[src/rtl/fsb_pkg.sv]
// Package: shared types for the flash write status bit generator.
// Assumes op_kind encodings 0..3 as listed in the brief.
package fsb_pkg;

    // Operation kind reported by the command logic.
    typedef enum logic [1:0] {
        OP_IDLE  = 2'd0,
        OP_PROG  = 2'd1,
        OP_ERASE = 2'd2,
        OP_SUSP  = 2'd3
    } op_kind_e;

    // Source selected for one status bit position.
    typedef enum logic [2:0] {
        SRC_PASS = 3'd0,
        SRC_TGL  = 3'd1,
        SRC_CPL  = 3'd2,
        SRC_ZERO = 3'd3,
        SRC_ONE  = 3'd4
    } bit_src_e;

    // Per-bit selection produced by the mode decoder.
    typedef struct packed {
        bit_src_e src_poll;
        bit_src_e src_tgl;
        bit_src_e src_sect;
    } stat_sel_t;

    // Resolve one output bit from its selected source.
    function automatic logic pick_bit(bit_src_e s, logic arr, logic tg, logic pd);
        logic r;
        unique case (s)
            SRC_TGL:  r = tg;
            SRC_CPL:  r = ~pd;
            SRC_ZERO: r = 1'b0;
            SRC_ONE:  r = 1'b1;
            default:  r = arr;
        endcase
        return r;
    endfunction

endpackage

[src/rtl/fsb_we_cnt.sv]
// Module: counts write-enable pulses since the last command start and
// reports whether the program or erase sequence length has been reached.
// Assumes op_start and we_pulse are single-cycle and op_start has priority.
module fsb_we_cnt #(
    parameter int PROG_PULSES  = 4,
    parameter int ERASE_PULSES = 6
) (
    input  logic clk,
    input  logic rst_n,
    input  logic op_start,
    input  logic we_pulse,
    output logic prog_ok,
    output logic erase_ok
);
    localparam int CNT_W = $clog2(ERASE_PULSES + 1);
    localparam logic [CNT_W-1:0] PROG_LIM  = CNT_W'(PROG_PULSES);
    localparam logic [CNT_W-1:0] ERASE_LIM = CNT_W'(ERASE_PULSES);

    logic [CNT_W-1:0] cnt_q;

    // Count pulses, cleared at command start, saturating at the erase length.
    always_ff @(posedge clk) begin
        if (!rst_n || op_start) begin
            cnt_q <= '0;
        end else if (we_pulse && cnt_q != ERASE_LIM) begin
            cnt_q <= cnt_q + 1'b1;
        end
    end

    // Compare the count with the sequence lengths.
    always_comb begin
        prog_ok  = (cnt_q >= PROG_LIM);
        erase_ok = (cnt_q >= ERASE_LIM);
    end

    AST_CNT_CLR: assert property (@(posedge clk) disable iff (!rst_n)
        op_start |=> (!prog_ok && !erase_ok));
    AST_CNT_SAT: assert property (@(posedge clk) disable iff (!rst_n)
        cnt_q <= ERASE_LIM);
    AST_CNT_ORDER: assert property (@(posedge clk) disable iff (!rst_n)
        erase_ok |-> prog_ok);

endmodule

[src/rtl/fsb_tgl_ff.sv]
// Module: a single toggle bit. It flips when advanced and clears on command
// start. Assumes clr has priority over adv.
module fsb_tgl_ff (
    input  logic clk,
    input  logic rst_n,
    input  logic clr,
    input  logic adv,
    output logic q
);
    // Hold, flip on advance, or clear.
    always_ff @(posedge clk) begin
        if (!rst_n || clr) begin
            q <= 1'b0;
        end else if (adv) begin
            q <= ~q;
        end
    end

    AST_TGL_FLIP: assert property (@(posedge clk) disable iff (!rst_n)
        (adv && !clr) |=> (q != $past(q)));
    AST_TGL_HOLD: assert property (@(posedge clk) disable iff (!rst_n)
        (!adv && !clr) |=> $stable(q));
    AST_TGL_CLR: assert property (@(posedge clk) disable iff (!rst_n)
        clr |=> !q);

endmodule

[src/rtl/fsb_mode_dec.sv]
// Module: decodes the operation state into a source for each status bit.
// Assumes susp_prog is meaningful only in erase-suspend.
module fsb_mode_dec
    import fsb_pkg::*;
(
    input  logic      [1:0] op_kind,
    input  logic            susp_prog,
    input  logic            busy,
    input  logic            same_sect,
    input  logic            prog_ok,
    input  logic            erase_ok,
    output stat_sel_t       sel
);
    op_kind_e op;

    // Select the source for the polling bit and the two toggle bits.
    always_comb begin
        op  = op_kind_e'(op_kind);
        sel = '{src_poll: SRC_PASS, src_tgl: SRC_PASS, src_sect: SRC_PASS};
        unique case (op)
            OP_PROG: begin
                if (busy && prog_ok) begin
                    sel = '{src_poll: SRC_CPL, src_tgl: SRC_TGL, src_sect: SRC_ZERO};
                end
            end
            OP_ERASE: begin
                if (busy && erase_ok) begin
                    sel = '{src_poll: SRC_ZERO, src_tgl: SRC_TGL, src_sect: SRC_TGL};
                end
            end
            OP_SUSP: begin
                if (same_sect) begin
                    sel = '{src_poll: SRC_PASS, src_tgl: SRC_ONE, src_sect: SRC_TGL};
                end else if (susp_prog && busy && prog_ok) begin
                    sel = '{src_poll: SRC_CPL, src_tgl: SRC_TGL, src_sect: SRC_ZERO};
                end
            end
            default: ;
        endcase
    end

endmodule

[src/rtl/fsb_status_gen.sv]
// Module: top of the status bit generator. It replaces the polling bit and
// the toggle bits of the read data with status while an operation is active.
// Assumes rd_stb is high for one cycle per read and that the mode is steady
// for the duration of a command.
module fsb_status_gen
    import fsb_pkg::*;
#(
    parameter int DATA_W       = 8,
    parameter int SECT_W       = 4,
    parameter int PROG_PULSES  = 4,
    parameter int ERASE_PULSES = 6,
    parameter int POLL_BIT     = 7,
    parameter int TGL_BIT      = 6,
    parameter int SECT_BIT     = 2
) (
    input  logic              clk,
    input  logic              rst_n,
    input  logic [1:0]        op_kind,
    input  logic              susp_prog,
    input  logic              busy,
    input  logic              op_start,
    input  logic              we_pulse,
    input  logic [SECT_W-1:0] rd_sect,
    input  logic [SECT_W-1:0] tgt_sect,
    input  logic              rd_stb,
    input  logic [DATA_W-1:0] prog_data,
    input  logic [DATA_W-1:0] arr_data,
    output logic [DATA_W-1:0] dout
);
    localparam int NUM_TGL = 2;

    logic               prog_ok;
    logic               erase_ok;
    logic               same_sect;
    stat_sel_t          sel;
    logic [NUM_TGL-1:0] tgl_q;
    logic [NUM_TGL-1:0] tgl_adv;

    // Compare the read sector with the busy or suspended sector.
    always_comb same_sect = (rd_sect == tgt_sect);

    fsb_we_cnt #(
        .PROG_PULSES  (PROG_PULSES),
        .ERASE_PULSES (ERASE_PULSES)
    ) u_cnt (
        .clk      (clk),
        .rst_n    (rst_n),
        .op_start (op_start),
        .we_pulse (we_pulse),
        .prog_ok  (prog_ok),
        .erase_ok (erase_ok)
    );

    fsb_mode_dec u_dec (
        .op_kind   (op_kind),
        .susp_prog (susp_prog),
        .busy      (busy),
        .same_sect (same_sect),
        .prog_ok   (prog_ok),
        .erase_ok  (erase_ok),
        .sel       (sel)
    );

    // Advance each toggle bit only on a strobe that returns toggling status.
    always_comb begin
        tgl_adv[0] = rd_stb && (sel.src_tgl  == SRC_TGL);
        tgl_adv[1] = rd_stb && (sel.src_sect == SRC_TGL);
    end

    for (genvar t = 0; t < NUM_TGL; t++) begin : g_tgl
        fsb_tgl_ff u_tgl (
            .clk   (clk),
            .rst_n (rst_n),
            .clr   (op_start),
            .adv   (tgl_adv[t]),
            .q     (tgl_q[t])
        );
    end

    // Output mux per bit position: status bits get a source, the rest pass through.
    for (genvar g = 0; g < DATA_W; g++) begin : g_bit
        if (g == POLL_BIT) begin : g_poll
            always_comb dout[g] = pick_bit(sel.src_poll, arr_data[g], 1'b0, prog_data[g]);
        end else if (g == TGL_BIT) begin : g_t6
            always_comb dout[g] = pick_bit(sel.src_tgl, arr_data[g], tgl_q[0], prog_data[g]);
        end else if (g == SECT_BIT) begin : g_t2
            always_comb dout[g] = pick_bit(sel.src_sect, arr_data[g], tgl_q[1], prog_data[g]);
        end else begin : g_pass
            always_comb dout[g] = arr_data[g];
        end
    end

    AST_IDLE_PASS: assert property (@(posedge clk) disable iff (!rst_n)
        (op_kind == OP_IDLE) |-> (dout == arr_data));
    AST_NOT_BUSY: assert property (@(posedge clk) disable iff (!rst_n)
        (!busy && op_kind != OP_SUSP) |-> (dout == arr_data));
    AST_SUSP_ONE: assert property (@(posedge clk) disable iff (!rst_n)
        (op_kind == OP_SUSP && same_sect) |-> dout[TGL_BIT]);
    AST_ERASE_POLL: assert property (@(posedge clk) disable iff (!rst_n)
        (op_kind == OP_ERASE && busy && erase_ok) |-> !dout[POLL_BIT]);
    AST_PROG_SECT: assert property (@(posedge clk) disable iff (!rst_n)
        (op_kind == OP_PROG && busy && prog_ok) |-> !dout[SECT_BIT]);
    AST_PROG_POLL: assert property (@(posedge clk) disable iff (!rst_n)
        (op_kind == OP_PROG && busy && prog_ok)
            |-> (dout[POLL_BIT] != prog_data[POLL_BIT]));

endmodule

[config.mk]
export PLATFORM = sky130hd
export DESIGN_NAME = fsb_status_gen
export DESIGN_NICKNAME = d
export VERILOG_FILES = /design/src/rtl/fsb_pkg.sv /design/src/rtl/fsb_we_cnt.sv /design/src/rtl/fsb_tgl_ff.sv /design/src/rtl/fsb_mode_dec.sv /design/src/rtl/fsb_status_gen.sv
export SDC_FILE = /design/constraint.sdc
export NUM_CORES = 1
export LEC_CHECK = 0
export BUFFER_PORTS_ARGS = -buffer_cell sky130_fd_sc_hd__buf_2
export CAP_MARGIN = 20
export CORE_UTILIZATION = 32
export CTS_CLUSTER_DIAMETER = 40
export DETAILED_ROUTE_END_ITERATION = 10
export GPL_TIMING_DRIVEN = 1
export HOLD_SLACK_MARGIN = 0.12
export PLACE_DENSITY = 0.7
export REMOVE_ABC_BUFFERS = 1
export SLEW_MARGIN = 25
export SYNTH_ARGS = -nofsm -noshare
export SYNTH_HDL_FRONTEND = slang
export SYNTH_SLANG_ARGS = --single-unit
[constraint.sdc]
create_clock -name clk -period 1.6 [get_ports clk]
set_clock_uncertainty 0.1 [all_clocks]
set_input_delay 0.16 -clock clk [delete_from_list [all_inputs] [get_ports clk]]
set_output_delay 0.16 -clock clk [all_outputs]
set_load 0.005 [all_outputs]
# Yosys cells after proc, flatten, opt, wreduce, memory -nomap -nowiden

Index checks and enable logic that the tools add are counted.

Flip-flop bits (word level): 5
Bits in latches: 0
RAM bits: 0
Memory bits (read-only): 0
Output and inout bits: 8
Memories kept: 0

$add $sub $neg: 1
Multipliers: 0
Div/mod/pow operators: 0
Magnitude comparators: 2
Eq/ne operators: 17
Shift operators: 0
Multiplexer cells: 8
Bitwise operators: 5
Reductions and logical operators: 10

Operator list:

| cell                  | number |
|---|---|
| $pmux W9 S3           | 1 |
| $mux W8               | 3 |
| $eq A3 B2 Y1 const B  | 6 |
| $eq A3 B1 Y1 const B  | 3 |
| $eq A3 B3 Y1 const B  | 3 |
| $mux W9               | 1 |
| $pmux W1 S4           | 2 |
| $logic_and A1 B1 Y1   | 7 |
| $ge A3 B3 Y1 const B  | 2 |
| $not A1 Y1            | 5 |
| $eq A2 B2 Y1 const B  | 2 |
| $eq A4 B4 Y1          | 1 |
| $add A3 B1 Y3 const B | 1 |
| $ne A3 B3 Y1 const B  | 1 |
| $pmux W1 S3           | 1 |
| $eq A2 B1 Y1 const B  | 1 |
| $reduce_or A2 Y1      | 1 |
| $logic_not A1 Y1      | 1 |
| $logic_or A1 B1 Y1    | 1 |

# Depth between registers and ports, before layout

Gate-level depths: netlist (run 1).

Depth in word-level cells: 8
Mapped depth: 8
Gate-level depth less buffers: 8

# Modules after synthesis

From an unflattened synthesis (run 1), not the netlist that was laid out.

Cell total of the unflattened synthesis: 73
Area total of the unflattened synthesis: 568.0 um^2

Modules (own cells, without submodules):

| module         | instances | cells each | area each (um^2) |
|---|---|---|---|
| fsb_status_gen | 1         | 30         | 196.4 |
| fsb_we_cnt     | 1         | 20         | 171.4 |
| fsb_mode_dec   | 1         | 17         | 117.6 |
| fsb_tgl_ff     | 2         | 3          | 41.3 |

# Worst setup path after synthesis (run 1)

OpenSTA, ideal clock, no wires.

Path kind: input -> output
Start: input port tgt_sect[0]
End: output port dout[6]
Arrival: 1.557 ns
Setup slack: -0.217 ns
Stages on the path: 6
Buffers on the path: 0
Cell sequence: xor2_1 > nor4_4 > o22ai_1 > or2_1 > ha_1 > o21ai_0

Cells in the longest elaborated chain, start to end: 5
Elaborated cells on any way between the ends: 8
Classes of those cells: 5 x eq/ne; 3 x mux

Ends and longest elaborated chain:

| element                                    | line                 | RTL |
|---|---|---|
| start, declared                            | fsb_status_gen.sv:24 | `input logic [SECT_W-1:0] tgt_sect,` |
| $eq A4 B4 Y1 (*)                           | fsb_status_gen.sv:40 | `always_comb same_sect = (rd_sect == tgt_sect);` |
| $mux W9 (*)                                | fsb_mode_dec.sv:32   | `if (same_sect) begin` |
| $pmux W9 S3 (*)                            | fsb_mode_dec.sv:20   | `unique case (op)` |
| $eq A3 B3 Y1, or another cell as far along | fsb_pkg.sv:32        | `unique case (s)` |
| $pmux W1 S4 (*)                            | fsb_pkg.sv:32        |  |
| end, declared                              | fsb_status_gen.sv:28 | `output logic [DATA_W-1:0] dout` |

Every way passes the cells marked *; elsewhere a longest branch is shown, timed or not.

# Final worst setup path (run 1)

Start: register u_cnt.cnt_q[2]
End: output port dout[6]

Cells in the longest elaborated chain, start to end: 7
Elaborated cells on any way between the ends: 15
Classes of those cells: 2 x order compare; 4 x eq/ne; 6 x mux; 3 x reduce/logical

Ends and longest elaborated chain:

| element                                    | line               | RTL |
|---|---|---|
| start, declared                            | fsb_we_cnt.sv:19   | `logic [CNT_W-1:0] cnt_q;` |
| start signal, assigned                     | fsb_we_cnt.sv:26   | `cnt_q <= cnt_q + 1'b1;` |
| $ge A3 B3 Y1                               | fsb_we_cnt.sv:32   | `prog_ok = (cnt_q >= PROG_LIM);` |
| $logic_and A1 B1 Y1                        | fsb_mode_dec.sv:34 | `end else if (susp_prog && busy && prog_ok) begin` |
| $mux W8                                    | fsb_mode_dec.sv:34 |  |
| $mux W9                                    | fsb_mode_dec.sv:32 |  |
| $pmux W9 S3 (*)                            | fsb_mode_dec.sv:20 |  |
| $eq A3 B3 Y1, or another cell as far along | fsb_pkg.sv:32      |  |
| $pmux W1 S4 (*)                            | fsb_pkg.sv:32      |  |

Marked as above.

==> results of run 1 <==
-- worst min-delay path, stage by stage --
cell                      delay (ns)
sky130_fd_sc_hd__buf_2          0.07
sky130_fd_sc_hd__or2b_2         0.15
sky130_fd_sc_hd__a21oi_2        0.04
-- cells by family after synthesis --
| kind of cell | count (synthesis) | synth area share, % |
|---|---|---|
| AOI/OAI and AO/OA | 12 | 16.1 |
| xor gates and xnor gates | 6 | 11.1 |
| adders and majority gates | 4 | 10.6 |
| buffers and inverters | 10 | 11.9 |
| DFF | 5 | 21.2 |
| muxes | 1 | 2.12 |
| and+or+nand+nor | 20 | 27.0 |
-- where the power goes --
part / internal (mW) / leakage [nW] / switching (mW)
clock: 0.0941 / 0.0150 / 0.0494
sequential: 0.128 / 0.0410 / 0.00180
combinational: 0.0455 / 0.289 / 0.0412
total: 0.267 / 0.345 / 0.0923
-- repair_timing --
item | CTS | global route
setup buffers | 1 | 1
resized for setup | 10 | 12
pin swaps | 6 | 10
setup endpoints to repair | 4 | 5
-- final timing paths --
kind	from	to	slack (ns)	depth (start not counted)
max	u_cnt.cnt_q[2]	dout[6]	-0.31	6
min	op_start	g_tgl[1].u_tgl.q	0.13	3
max reg2reg	u_cnt.cnt_q[2]	g_tgl[1].u_tgl.q	-0.06	7
min reg2reg	g_tgl[1].u_tgl.q	g_tgl[1].u_tgl.q	0.41	2
-- cell usage after synthesis, drive strengths merged --
master  instances
or4             1
and2            2
o22ai           1
xor2            5
a31oi           1
or2b            1
dfxtp           5
o221a           1
inv             5
a211oi          1
o31ai           1
nor4            1
nor2            4
or2             1
and4b           1
a21oi           3
o21ai           3
nand3           2
nand2b          1
nor3            1
a21boi          1
ha              4
and3b           1
buf             5
xnor2           1
mux2i           1
nand2           4
-- cell type report --
| type | instances | area share (%) |
|---|---|---|
| repair buffers | 32 | 26.7 |
| clock buffers | 4 | 3.58 |
| multi-input cells | 43 | 50.8 |
| flip-flops and latches | 5 | 13.8 |
| well taps | 15 | 2.56 |
| inverters | 5 | 2.56 |
-- metal layers --
layer | track usage, % | share of wire (%)
met1 | 13.4 | 38
met3 | 5.56 | 4.8
met5 | 0 | 0
met2 | 28.2 | 56
met4 | 12.5 | 1.2
-- flip-flops by register name, summed over array words and instances, names as in the netlist --
signal and count:
u_cnt.cnt_q 3, g_tgl.u_tgl.q 2
-- stage by stage --
stage / TNS (ns) / instances / instance area (sq um) / setup WS, ns
global route: -1.17 / 104 / 734 / -0.384
global placement: -0.721 / 98 / 622 / -0.328
CTS: -0.578 / 103 / 683 / -0.306
floorplan: -0.338 / 53 / 435 / -0.217
detailed placement: -0.859 / 98 / 622 / -0.380
finish: -0.815 / 104 / 734 / -0.308
-- cells in the final DEF (no fill, tap or decap), types with 2 or more instances in the layout --
cell type                   n
sky130_fd_sc_hd__buf_6      3
sky130_fd_sc_hd__inv_1      4
sky130_fd_sc_hd__o21ai_1    2
sky130_fd_sc_hd__nand2_2    3
sky130_fd_sc_hd__buf_4      7
sky130_fd_sc_hd__xor2_1     4
sky130_fd_sc_hd__nor2_1     4
sky130_fd_sc_hd__a21oi_1    2
sky130_fd_sc_hd__dfxtp_1    4
sky130_fd_sc_hd__buf_2     22
sky130_fd_sc_hd__ha_1       2
sky130_fd_sc_hd__clkbuf_4   3
==> reports/results.md, run 1 <==
| Result | Value | Unit |
|:---|:---|:---|
| Port-buffer cells | 23 | - |
| CP max stage delay | 0.31 | ns |
| Starting density of the core | 35.5 | % |
| Root buffer cell | sky130_fd_sc_hd__clkbuf_4 | - |
| Worst hold-check slack | 0.134 | ns |
| Antenna diode count | 0 | - |
| Average cell area after synthesis | 8.15 | sq um |
| Insertion delay to the later sink of the worst-skew pair | 0.24 | ns |
| Cell leakage power | 0.345 | nW |
| Actual transition at the worst max-transition pin | 0.392 | ns |
| Leading cell types by total area after synthesis | sky130_fd_sc_hd__dfxtp_1 21%, sky130_fd_sc_hd__ha_1 11%, sky130_fd_sc_hd__xor2_1 9.3% | - |
| DPL Wire Length | 894 | um |
| DR pass1 iterations | 2 | - |
| Cell at the slowest stage of the critical path | sky130_fd_sc_hd__dfxtp_2 | - |
| Kind of cell adding the most delay to the critical path | simple AND/OR/NAND/NOR gates | - |
| Remaining antenna violation count after routing | 0 | - |
| Floorplan Core Area | 1330 | sq um |
| Hold Path Class | primary input to flip-flop | - |
| Layout overhead on the synthesized area | 55.3 | % |
| Cell area after synthesis | 473 | sq um |
| Global placement routability congestion | 0.624 | - |
| Category of the worst setup path capture point | output port | - |
| Worst endpoint required time | 1.34 | ns |
| Chip width | 40.4 | um |
| Maximum clock frequency | 524 | MHz |
| Total GRT Usage | 15.5 | % |
| Fraction of layout instances using a drive strength above 1 | 58.4 | % |
| Sequential cell area | 101 | sq um |
| Die outline area | 1640 | sq um |
| Maximum number of pins on one net before global-route repair | 8 | - |
| Result of the run | finished with violations | - |
| Cell-by-cell listing of the critical path | and2_4 -> and3b_1 -> or2_4 -> ha_4 -> o21ai_1 -> buf_2 | - |
| Top-Level Pins | 41 | - |
| P per Cell Area | 490 | nW/um^2 |
| Clk pin slew, worst setup/hold paths | 0.04 | ns |
| WS Path Type | flip-flop to output port | - |
| Via count | 514 | - |
| Maximum root-to-sink buffer count | 2 | - |
| Initial antenna violation count | 0 | - |
| TritonCTS clock tree | done | - |
| Sequential share of the synthesized area | 21.2 | % |
| Hold violation count in the final report | 0 | - |
| Top cell type by total area after synthesis | sky130_fd_sc_hd__dfxtp_1 | - |
| Crit path setup slack, layout | -0.308 | ns |
| Maximum ir drop on the vdd rail | 0.319 | mV |
| Biggest fanout along the worst timing path | 4 | - |
| Number of distinct standard cells referenced by the synthesized netlist | 28 | - |
| Total count of max-transition violations in the final report | 0 | - |
| Violations in the final reports | negative setup slack | - |
| Vias in the first global route | 445 | - |
| Fraction of the cycle the final worst path needs | 119 | % |
| Violation count after the first detailed-route iteration | 3 | - |
| CP Buf/Inv Count | 1 | - |
| Hold buffers post-CTS | 0 | - |
| Sink Count | 5 | - |
| Die Y-Extent | 40.4 | um |
| Number of placement rows | 13 | - |
| RSZ-0062 raised after global routing | yes | - |
| Final setup vio count | 4 | - |
| Number of standard cells after synthesis | 58 | - |
| DR WL/cell | 11.6 | um |
| Nets | 127 | - |
| Syn. warnings | 0 | - |
| Final core utilization | 55.1 | % |
| Number of H-tree levels | 1 | - |
| Overall power of the completed layout | 360 | uW |
| Fraction of synthesized cell area taken by the top area cell type | 21.2 | % |
| Aggregate global routing overflow | 0 | - |
| Maximum capacitance violations | 0 | - |
| CP Data Arrival Time | 1.65 | ns |
| Area occupied by multi-input gates | 373 | sq um |
| Via density per instance | 4.94 | - |
| Max-Slew Margin vs Limit | 73.6 | % |
| Number of remaining DRC errors | 0 | - |
| Post-route minimum period | 1.91 | ns |
| Total wire length after detailed routing | 1210 | um |
| Launching element type of the critical path | flip-flop | - |
| First-pass GRT wire length | 1610 | um |
| Number of buffers created by CTS | 3 | - |
| Number of register bits inferred by synthesis | 5 | - |
| Fill cell instance count of the final layout | 124 | - |
Note: power is estimated with default switching activity, not from simulation.
==> run 2: changes to the inputs <==
Clock period 1.6 ns to 1.73 ns, I/O delays scaled along.
==> reports/results.md, run 2 (synthesis gave the netlist of run 1 again) <==
| Result | Value | Unit | vs previous |
|:---|:---|:---|:---|
| Clk pin slew, worst setup/hold paths | 0.04 | ns | about the same |
| Die Y-Extent | 40.4 | um | unchanged |
| DPL Wire Length | 836 | um | -6.5% |
| TritonCTS clock tree | done | - |  |
| Highest-count cells in the layout ignoring fill and taps | 21 x sky130_fd_sc_hd__buf_2, 8 x sky130_fd_sc_hd__buf_4 | - |  |
| Fraction of layout instances using a drive strength above 1 | 55.7 | % | -2.7 points |
| Largest registers | u_cnt.cnt_q x3, g_tgl.u_tgl.q x2 | - |  |
| Category of the worst setup path capture point | output port | - |  |
| Post-route minimum period | 1.92 | ns |  |
| Most common cell after layout, fill and taps aside | sky130_fd_sc_hd__buf_2 | - |  |
| Via density per instance | 4.78 | - | -3.4% |
| Fraction of the cycle the final worst path needs | 111 | % |  |
| Final core utilization | 55.8 | % | +0.75 points |
| DR pass1 iterations | 2 | - | unchanged |
| Port-buffer cells | 23 | - | unchanged |
| Maximum root-to-sink buffer count | 2 | - | unchanged |
| Hold Path Origin | op_start | - |  |
| Overall power of the completed layout | 337 | uW | -6.3% |
| Worst setup slack after placement | -0.251 | ns | +0.129 ns |
| Layout overhead on the synthesized area | 57.4 | % |  |
| Hold buffers post-CTS | 0 | - | unchanged |
| Root buffer cell | sky130_fd_sc_hd__clkbuf_4 | - |  |
| Remaining antenna violation count after routing | 0 | - | unchanged |
| Worst endpoint required time | 1.46 | ns | +0.12 ns |
| Launching element type of the critical path | primary input | - |  |
| Number of H-tree levels | 1 | - | unchanged |
| Sink Count | 5 | - | unchanged |
| CP Data Arrival Time | 1.64 | ns | about the same |
| Total wire length after detailed routing | 1200 | um | about the same |
| Floorplan Core Area | 1330 | sq um | unchanged |
| WS Path Type | primary input to output port | - |  |
| Placed inst area | 614 | sq um | -1.2% |
| Actual transition at the worst max-transition pin | 0.382 | ns | -0.0106 ns |
| Hold depth | 3 | - | unchanged |
| Min-Delay Endpoint | u_cnt.cnt_q[0] | - |  |
| Violations in the final reports | negative setup slack | - |  |
| Vias in the first global route | 421 | - | -5.4% |
| Via count | 492 | - | -4.3% |
| Flop-to-flop setup slack | 0.15 | ns | +0.21 ns |
| DR WL/cell | 11.7 | um | +0.89% |
| P per Cell Area | 452 | nW/um^2 | -7.6% |
| Global placement routability congestion | 0.614 | - | -1.5% |
| Maximum capacitance violations | 0 | - | unchanged |
| Total count of max-transition violations in the final report | 0 | - | unchanged |
| Hold Path Class | primary input to flip-flop | - |  |
| Top-Level Pins | 41 | - | unchanged |
| Antenna diode count | 0 | - | unchanged |
| Cell area after layout | 744 | sq um | +1.4% |
| Nets | 126 | - | -0.79% |
| Cell leakage power | 0.343 | nW | -0.68% |
| Maximum clock frequency | 522 | MHz |  |
| R2r startpoint | u_cnt.cnt_q[2] | - |  |
| Die outline area | 1640 | sq um | unchanged |
| Violation count after the first detailed-route iteration | 4 | - | +1 |
| Starting density of the core | 35.5 | % | unchanged |
| Final sum of negative setup slack | -0.279 | ns | +0.535 ns |
| RSZ-0062 raised after global routing | yes | - |  |
| Number of remaining DRC errors | 0 | - | unchanged |
| Number of flip-flops under the largest register name | 3 | - | unchanged |
| Number of buffers created by CTS | 3 | - | unchanged |
| Largest register by flop count | u_cnt.cnt_q | - |  |
| First-pass GRT wire length | 1490 | um | -7.7% |
| Max-Slew Margin vs Limit | 74.3 | % | +0.71 points |
| Aggregate global routing overflow | 0 | - | unchanged |
| Total GRT Usage | 14.6 | % | -0.91 points |
| Hold violation count in the final report | 0 | - | unchanged |
| Maximum ir drop on the vdd rail | 0.287 | mV | -9.9% |
| Result of the run | finished with violations | - |  |
| Number of placement rows | 13 | - | unchanged |
| Crit path setup slack, layout | -0.185 | ns | +0.122 ns |
| Biggest fanout along the worst timing path | 2 | - | -2 |
| Insertion delay to the later sink of the worst-skew pair | 0.24 | ns | about the same |
| Critical register-to-register path endpoint | g_tgl[0].u_tgl.q | - |  |
| Initial antenna violation count | 0 | - | unchanged |
| Final setup vio count | 3 | - | -1 |
| Chip width | 40.4 | um | unchanged |
| Cells on worst reg2reg path | 8 | - | +1 |
| Maximum number of pins on one net before global-route repair | 8 | - | unchanged |
## run 2: cell count changes in the layout (fill, tap and decap cells not counted)
cell,previous run,this run
sky130_fd_sc_hd__buf_2,22,21
sky130_fd_sc_hd__buf_6,3,1
sky130_fd_sc_hd__ha_4,1,2
sky130_fd_sc_hd__xor2_2,1,0
sky130_fd_sc_hd__or4_1,0,1
sky130_fd_sc_hd__buf_8,0,1
sky130_fd_sc_hd__xor2_4,0,1
sky130_fd_sc_hd__nand2_2,3,2
sky130_fd_sc_hd__or4_4,1,0
sky130_fd_sc_hd__buf_4,7,8
sky130_fd_sc_hd__nand2_1,1,2
sky130_fd_sc_hd__ha_2,1,0
## run 2: what timing repair did
action                     4_1_cts  5_1_grt
buffers inserted                 2        0
pin swaps                        7        7
gates resized for setup         10       13
cloned                           0        0
setup endpoints to repair        3        3
## run 2: routing by layer
metal | up-vias | share of wire (%) | global-route usage [%]
met5 | - | 0 | 0
met4 | 0 | 1.6 | 15.0
met3 | 2 | 5.1 | 5.56
met2 | 21 | 53 | 25.8
met1 | 212 | 40 | 11.7
li1 | 257 | - | -
## run 2: report_power, final
| group | total [mW] | internal (mW) | switching [mW] | leakage [nW] |
|---|---|---|---|---|
| combinational | 0.0837 | 0.0451 | 0.0386 | 0.287 |
| clock | 0.133 | 0.0871 | 0.0463 | 0.0150 |
| sequential | 0.120 | 0.118 | 0.00167 | 0.0410 |
## run 2: layout make-up
type | instances | area, sq um
clock buffers | 4 | 26.3
inverters | 5 | 18.8
repair buffers | 31 | 191
fillers | 119 | 589
flip-flops and latches | 5 | 101
well taps | 15 | 18.8
multi-input cells | 43 | 388
## run 2: worst max-delay path: stages
cell and delay [ns]:
sky130_fd_sc_hd__buf_4 0.13, sky130_fd_sc_hd__xor2_4 0.15, sky130_fd_sc_hd__nor4_4 0.30, sky130_fd_sc_hd__o22ai_2 0.12, sky130_fd_sc_hd__or2_4 0.28, sky130_fd_sc_hd__ha_4 0.25
sky130_fd_sc_hd__o21ai_2 0.12, sky130_fd_sc_hd__buf_2 0.11
## run 2: per-stage QoR
stage / hold slack, ns / std cells
global placement: 0.246 / 97
finish: 0.139 / 103
global route: 0.158 / 103
CTS: 0.139 / 103
detailed placement: 0.246 / 97
floorplan: 0.246 / 53
## run 2: worst max-delay path by stage
stage          depth (start not counted)  slack, ns            from       to
4_1_cts                                8      -0.17  u_cnt.cnt_q[2]  dout[6]
5_1_grt                                9      -0.26     tgt_sect[2]  dout[6]
2_1_floorplan                          6      -0.11     tgt_sect[0]  dout[6]
3_5_place_dp                           8      -0.25     tgt_sect[0]  dout[6]
3_3_place_gp                           8      -0.22     tgt_sect[0]  dout[6]
6_report                               8      -0.19     tgt_sect[2]  dout[6]
